`src/rtl/tlb_lockable.sv`:
```
module tlb_lockable #(
  parameter int MAIN_ENTRIES = 64
) (
  input  logic        clk,
  input  logic        rst_n,
  input  logic        lk_valid,
  output logic        lk_ready,
  input  logic [31:0] lk_vaddr,
  input  logic        lk_user,
  input  logic        lk_write,
  output logic        rsp_valid,
  output logic        rsp_hit,
  output logic [31:0] rsp_paddr,
  output logic [1:0]  rsp_perm,
  output logic        rsp_fault,
  output logic        walk_req_valid,
  input  logic        walk_req_ready,
  output logic [11:0] walk_req_vpn,
  input  logic        walk_rsp_valid,
  output logic        walk_rsp_ready,
  input  logic [11:0] walk_rsp_pbase,
  input  logic [1:0]  walk_rsp_perm,
  input  logic        ctl_valid,
  input  logic [1:0]  ctl_op,
  input  logic [1:0]  ctl_idx,
  input  logic [11:0] ctl_vpn,
  input  logic [11:0] ctl_pbase,
  input  logic [1:0]  ctl_perm
);
  localparam int SETS  = MAIN_ENTRIES / 2;
  localparam int SET_W = $clog2(SETS);
  localparam int TAG_W = 12 - SET_W;
  localparam int LK_N  = 4;
  localparam logic [1:0] OP_WRITE  = 2'd0;
  localparam logic [1:0] OP_LOCK   = 2'd1;
  localparam logic [1:0] OP_UNLOCK = 2'd2;
  localparam logic [1:0] OP_INVAL  = 2'd3;

  typedef enum logic [1:0] {S_IDLE, S_REQ, S_WAIT} st_e;

  function automatic logic perm_fault(input logic [1:0] p, input logic u, input logic w);
    case (p)
      2'b00:   perm_fault = 1'b1;
      2'b01:   perm_fault = u;
      2'b10:   perm_fault = u & w;
      default: perm_fault = 1'b0;
    endcase
  endfunction

  st_e st;

  logic [11:0] q_vpn;
  logic [19:0] q_off;
  logic        q_user, q_write;

  logic             m_v   [0:1][0:SETS-1];
  logic [TAG_W-1:0] m_tag [0:1][0:SETS-1];
  logic [11:0]      m_pb  [0:1][0:SETS-1];
  logic [1:0]       m_pm  [0:1][0:SETS-1];
  logic [SETS-1:0]  rr;

  logic [LK_N-1:0] x_v, x_lock;
  logic [11:0]     x_vpn [0:LK_N-1];
  logic [11:0]     x_pb  [0:LK_N-1];
  logic [1:0]      x_pm  [0:LK_N-1];

  wire [11:0]      l_vpn = lk_vaddr[31:20];
  wire [SET_W-1:0] l_set = l_vpn[SET_W-1:0];
  wire [TAG_W-1:0] l_tag = l_vpn[11 -: TAG_W];

  logic [1:0]      m_hit;
  logic [LK_N-1:0] x_hit;
  logic [11:0]     sel_pb;
  logic [1:0]      sel_pm;
  logic            l_hit;

  always_comb begin
    for (int w = 0; w < 2; w++)
      m_hit[w] = m_v[w][l_set] && (m_tag[w][l_set] == l_tag);
    for (int i = 0; i < LK_N; i++)
      x_hit[i] = x_v[i] && (x_vpn[i] == l_vpn);
  end

  always_comb begin
    sel_pb = '0;
    sel_pm = '0;
    if (m_hit[1]) begin sel_pb = m_pb[1][l_set]; sel_pm = m_pm[1][l_set]; end
    if (m_hit[0]) begin sel_pb = m_pb[0][l_set]; sel_pm = m_pm[0][l_set]; end
    for (int i = LK_N - 1; i >= 0; i--)
      if (x_hit[i]) begin sel_pb = x_pb[i]; sel_pm = x_pm[i]; end
  end

  assign l_hit = (|m_hit) | (|x_hit);

  assign lk_ready       = (st == S_IDLE);
  assign walk_req_valid = (st == S_REQ);
  assign walk_rsp_ready = (st == S_WAIT);
  assign walk_req_vpn   = q_vpn;

  wire             accept = lk_valid && lk_ready;
  wire             fill   = walk_rsp_ready && walk_rsp_valid;
  wire [SET_W-1:0] f_set  = q_vpn[SET_W-1:0];
  wire [TAG_W-1:0] f_tag  = q_vpn[11 -: TAG_W];
  wire             f_way  = !m_v[0][f_set] ? 1'b0 : (!m_v[1][f_set] ? 1'b1 : rr[f_set]);
  wire             c_inv  = ctl_valid && (ctl_op == OP_INVAL);

  always_ff @(posedge clk) begin
    if (!rst_n) begin
      st        <= S_IDLE;
      rsp_valid <= 1'b0;
      rsp_hit   <= 1'b0;
      rsp_paddr <= '0;
      rsp_perm  <= '0;
      rsp_fault <= 1'b0;
      q_vpn     <= '0;
      q_off     <= '0;
      q_user    <= 1'b0;
      q_write   <= 1'b0;
    end else begin
      rsp_valid <= 1'b0;
      case (st)
        S_IDLE: if (accept) begin
          q_vpn   <= l_vpn;
          q_off   <= lk_vaddr[19:0];
          q_user  <= lk_user;
          q_write <= lk_write;
          if (l_hit) begin
            rsp_valid <= 1'b1;
            rsp_hit   <= 1'b1;
            rsp_paddr <= {sel_pb, lk_vaddr[19:0]};
            rsp_perm  <= sel_pm;
            rsp_fault <= perm_fault(sel_pm, lk_user, lk_write);
          end else begin
            st <= S_REQ;
          end
        end
        S_REQ: if (walk_req_ready) st <= S_WAIT;
        S_WAIT: if (walk_rsp_valid) begin
          st        <= S_IDLE;
          rsp_valid <= 1'b1;
          rsp_hit   <= 1'b0;
          rsp_paddr <= {walk_rsp_pbase, q_off};
          rsp_perm  <= walk_rsp_perm;
          rsp_fault <= perm_fault(walk_rsp_perm, q_user, q_write);
        end
        default: st <= S_IDLE;
      endcase
    end
  end

  always_ff @(posedge clk) begin
    if (!rst_n) begin
      rr <= '0;
      for (int w = 0; w < 2; w++)
        for (int s = 0; s < SETS; s++) m_v[w][s] <= 1'b0;
    end else begin
      if (c_inv)
        for (int w = 0; w < 2; w++)
          for (int s = 0; s < SETS; s++) m_v[w][s] <= 1'b0;
      if (fill) begin
        m_v[f_way][f_set] <= 1'b1;
        rr[f_set]         <= ~f_way;
      end
    end
  end

  always_ff @(posedge clk) begin
    if (fill) begin
      m_tag[f_way][f_set] <= f_tag;
      m_pb[f_way][f_set]  <= walk_rsp_pbase;
      m_pm[f_way][f_set]  <= walk_rsp_perm;
    end
  end

  always_ff @(posedge clk) begin
    if (!rst_n) begin
      x_v    <= '0;
      x_lock <= '0;
      for (int i = 0; i < LK_N; i++) begin
        x_vpn[i] <= '0;
        x_pb[i]  <= '0;
        x_pm[i]  <= '0;
      end
    end else if (ctl_valid) begin
      case (ctl_op)
        OP_WRITE: begin
          x_v[ctl_idx]   <= 1'b1;
          x_vpn[ctl_idx] <= ctl_vpn;
          x_pb[ctl_idx]  <= ctl_pbase;
          x_pm[ctl_idx]  <= ctl_perm;
        end
        OP_LOCK:   x_lock[ctl_idx] <= 1'b1;
        OP_UNLOCK: x_lock[ctl_idx] <= 1'b0;
        default:   x_v <= x_v & x_lock;
      endcase
    end
  end
endmodule

```
`config.mk`:
```
export PLATFORM = sky130hd
export DESIGN_NAME = tlb_lockable
export DESIGN_NICKNAME = d
export VERILOG_FILES = /design/src/rtl/tlb_lockable.sv
export SDC_FILE = /design/constraint.sdc
export NUM_CORES = 2
export LEC_CHECK = 0
export BUFFER_PORTS_ARGS = -buffer_cell sky130_fd_sc_hd__buf_2
export CORE_MARGIN = 2
export CORE_UTILIZATION = 56
export DETAILED_ROUTE_END_ITERATION = 6
export GPL_TIMING_DRIVEN = 1
export HOLD_SLACK_MARGIN = 0.06
export PLACE_DENSITY = 0.74
export SLEW_MARGIN = 20
export SYNTH_ARGS = -nofsm -noshare
export SYNTH_HDL_FRONTEND = slang
export SYNTH_SLANG_ARGS = --single-unit
```
`constraint.sdc`:
```
create_clock -name clk -period 4.47 [get_ports clk]
set_input_delay 0.2235 -clock clk [delete_from_list [all_inputs] [get_ports clk]]
set_output_delay 0.2235 -clock clk [all_outputs]
set_load 0.05 [all_outputs]
```
==> qor.csv <==
metric,value,unit
final worst slack,0.594,ns
power share of the sequential group,52.9,%
fin area,73700,um^2
DR vias,36000,
Area Overhead vs Synth,14.4,%
"Cell Count, Final, Fillers Out",5466,
worst setup path class,reg -> reg,
GRT Overall Usage,29.8,%
Max Clock Skew,0.0341,ns
measured slew at the worst slew-check pin,1.08,ns
worst min path class,in -> reg,
synthesized instance count,3497,
DR pass1 iterations,6,
Critical R2R Capture,m_pb[1][19],
Clock Sinks,1625,
Antenna Cells,0,
PwrDens,429,nW/um^2
Max Buffers Root-to-Sink,3,
antenna violations before repair,2,
Worst-Skew Late Latency,0.76,ns
nets,3912,
Worst Reg-to-Reg Cells,8,
Synth Area in Simple Gates,4.80,%
hpwl dp,99.6,mm
CTS root buffer,clkbuf_16,
Avg Inst Size Synth,18.4,um^2
cell row count,124,
Post-synth EDFFs,1448,
total wire length,173,mm
TritonCTS clock tree,yes,
Synth Net Count,3584,
H-Tree Depth,4,
status,"complete, no violations",
Post-Synth Adder-Cell Area,0.0583,%
Worst Hold Launch,walk_rsp_pbase[7],
Net Sw Frac,21.8,%
synth cell count leaders,"1448 x edfxtp_1, 395 x mux4_2, 236 x nand2_1",
Critical Path Source Type,flop,
Core ar.,114000,um^2
largest family of logic cells by synthesized area,multiplexers,
Sw Pwr,6.91,mW
DRC,0,
"count leader, synth",edfxtp_1,
"CTS clk-pin slew, worst paths",0.06,ns
initial DRC count,4887,
CP Max Fanout,30,
starting density of the core,56.4,%
fin. max-slew vios,0,
Final ANT Viol Nets,0,
Clk pwr share,41.4,%
die footprint,118000,um^2
cts bufs inserted,161,
post-synthesis mux area share,15.5,%
Tmin final,3.88,ns
P_int,24.7,mW
IO Port Bufs,135,
I/O pin cnt,136,
Hold Path Depth,1,
reg-to-reg setup timing slack,0.59,ns
data required time at the worst endpoint,4.89,ns
Post-synth ARST share,0,%
layout cells sized above 1,25.4,%
largest cells by area after synthesis,"edfxtp_1 67%, mux4_2 14%, dfxtp_1 5.5%",
Critical Path Sink Type,flop,
normalized max-slew margin,28.0,%
cell accounting for the most synthesized area,edfxtp_1,
Die Width,343,um
register area share after synthesis,73.0,%
WL/cell,31.6,um
Peak VDD IR,0.454,mV
f_max,0.258,GHz
GRT overflow,0,
largest net degree at the start of global routing,91,
fillcell total,7488,
vias in the first global route,35700,
Hold EP,m_pb[0][55],
crit share post-route,86.7,%
Compound-Gate Fraction of Synth Area,3.91,%
pre-CTS setup slack,0.369,ns
setup bufs post-CTS,0,
RSZ-0062 raised after global routing,false,
Arrival @ worst endpoint,4.30,ns
post-cts resize count,0,
Synth Area in XOR/XNOR,0.843,%
count of final setup violators,0,
placed cell areas,67800,um^2
first-pass GRT wire length,250,mm
Gate power share,5.7,%
Seq cells post-synth,1625,
Hold WS,0.0525,ns
dpl cells,5096,
Final Hold Vio Count,0,
Synth Cell Area,64400,um^2
Reg-to-Reg Start,walk_req_vpn[0],
Synth cell types,70,
Lkg Pwr,24.7,nW
max cap viols,0,
Yosys warning count,0,
prevailing post-synth register cell,edfxtp_1,
placer congestion estimate,0.906,
Die Y,343,um
via-per-instance ratio,6.58,
post-synth top area share,67.5,%
## cells by family after synthesis
| group | Yosys count |
|---|---|
| simple gates | 683 |
| buf+inv | 262 |
| flops | 1625 |
| fa+ha+maj | 3 |
| xor+xnor | 62 |
| mux | 501 |
| compound gates | 361 |
## worst max-delay path by stage
| stage | endpoint | slack (ns) | cells past startpoint | from |
|---|---|---|---|---|
| floorplan | m_pb[0][0] | -0.19 | 9 | walk_req_vpn[0] |
| global placement | rsp_paddr[20] | 0.39 | 13 | lk_vaddr[20] |
| detailed placement | rsp_paddr[10] | 0.37 | 14 | lk_vaddr[20] |
| CTS | rsp_paddr[23] | 0.67 | 10 | m_tag[0][181] |
| global route | m_pb[0][304] | 0.45 | 8 | walk_req_vpn[0] |
| finish | m_pb[1][19] | 0.59 | 8 | walk_req_vpn[0] |
## per-layer routing
metal  global-route usage [%]  up-vias  routed length, um
li1                         -    14700                  -
met1                     40.9    18500              62700
met2                     47.4     2432              82600
met3                     7.28      354              21200
met4                     10.4        0               6220
met5                        0        -                  0
## worst max-delay path, cell delays in order (launching register included)
cell	delay (ns)
dfxtp_2	0.97
mux4_2	0.67
a22oi_1	0.21
nand4_1	0.12
nand4_1	0.10
and3_2	0.42
buf_12	0.21
and2_1	0.47
buf_12	0.27
## registers in the layout, summed over array words and instances, names as in the netlist, named ones only
register	flops
m_pb	768
m_tag	448
m_pm	128
m_v	64
x_pb	48
x_vpn	48
rr	32
rsp_paddr	32
q_off	20
walk_req_vpn	12
x_pm	8
x_v	4
rsp_perm	2
st	2
q_user	1
q_write	1
rsp_fault	1
rsp_hit	1
rsp_valid	1
## stage by stage
step                TNS [ns]  utilization (%)  power, mW
floorplan            -129.16                -       18.1
global placement           0             59.3       18.7
detailed placement         0             59.3       18.8
CTS                        0             64.5       31.7
global route               0             64.5       32.4
finish                     0             64.5       31.6
## power by group through the flow
stage / clock [mW] / sequential, mW / combinational (mW)
floorplan: 0 / 17.1 / 0.982
global placement: 0 / 17.0 / 1.68
detailed placement: 0 / 17.1 / 1.70
CTS: 13.2 / 16.7 / 1.76
global route: 13.8 / 16.7 / 1.88
finish: 13.1 / 16.7 / 1.79
## repair_timing
item,4_1_cts,5_1_grt
hold endpoints to repair,197,3
endpoints found under the setup margin,0,0
hold buffers,76,1
## cell type report
type                            instances  area [um^2]  area share [%]
Sequential cell                      1625        47000            63.8
Multi-Input combinational cell       1610        16400            22.2
Clock buffer                          203         4360            5.92
Timing Repair Buffer                  388         3130            4.25
Tap cell                             1512         1890            2.57
Clock inverter                         89          743            1.01
Inverter                               39          150           0.204
## placed cells by master (no fill, tap or decap), types with 11 or more instances in the layout
master         synthesis  routed
a21oi_1               67      66
a221oi_1              13      13
a22o_1                66      66
a22oi_1               42      42
a311oi_1              21      21
a31oi_1               14      14
and2_1                42      42
buf_12                 0      24
buf_2                 57     126
buf_4                 26     157
clkbuf_1             105      30
clkbuf_16              0     166
clkinv_1               2      35
clkinv_2               0      28
dfxtp_1              177     169
dlygate4sd3_1          0      77
edfxtp_1            1448    1448
inv_1                 36      35
mux2i_1              101     101
mux4_2               395     395
nand2_1              236     236
nand3_1               24      24
nand4_1               18      18
nor2_1               228     226
nor3_2                 0      32
nor4_1                13      12
o211ai_1              11      11
o21ai_0               70      66
or4_1                 14      14
xnor2_1               53      53
(Power assumes the default switching activity.)
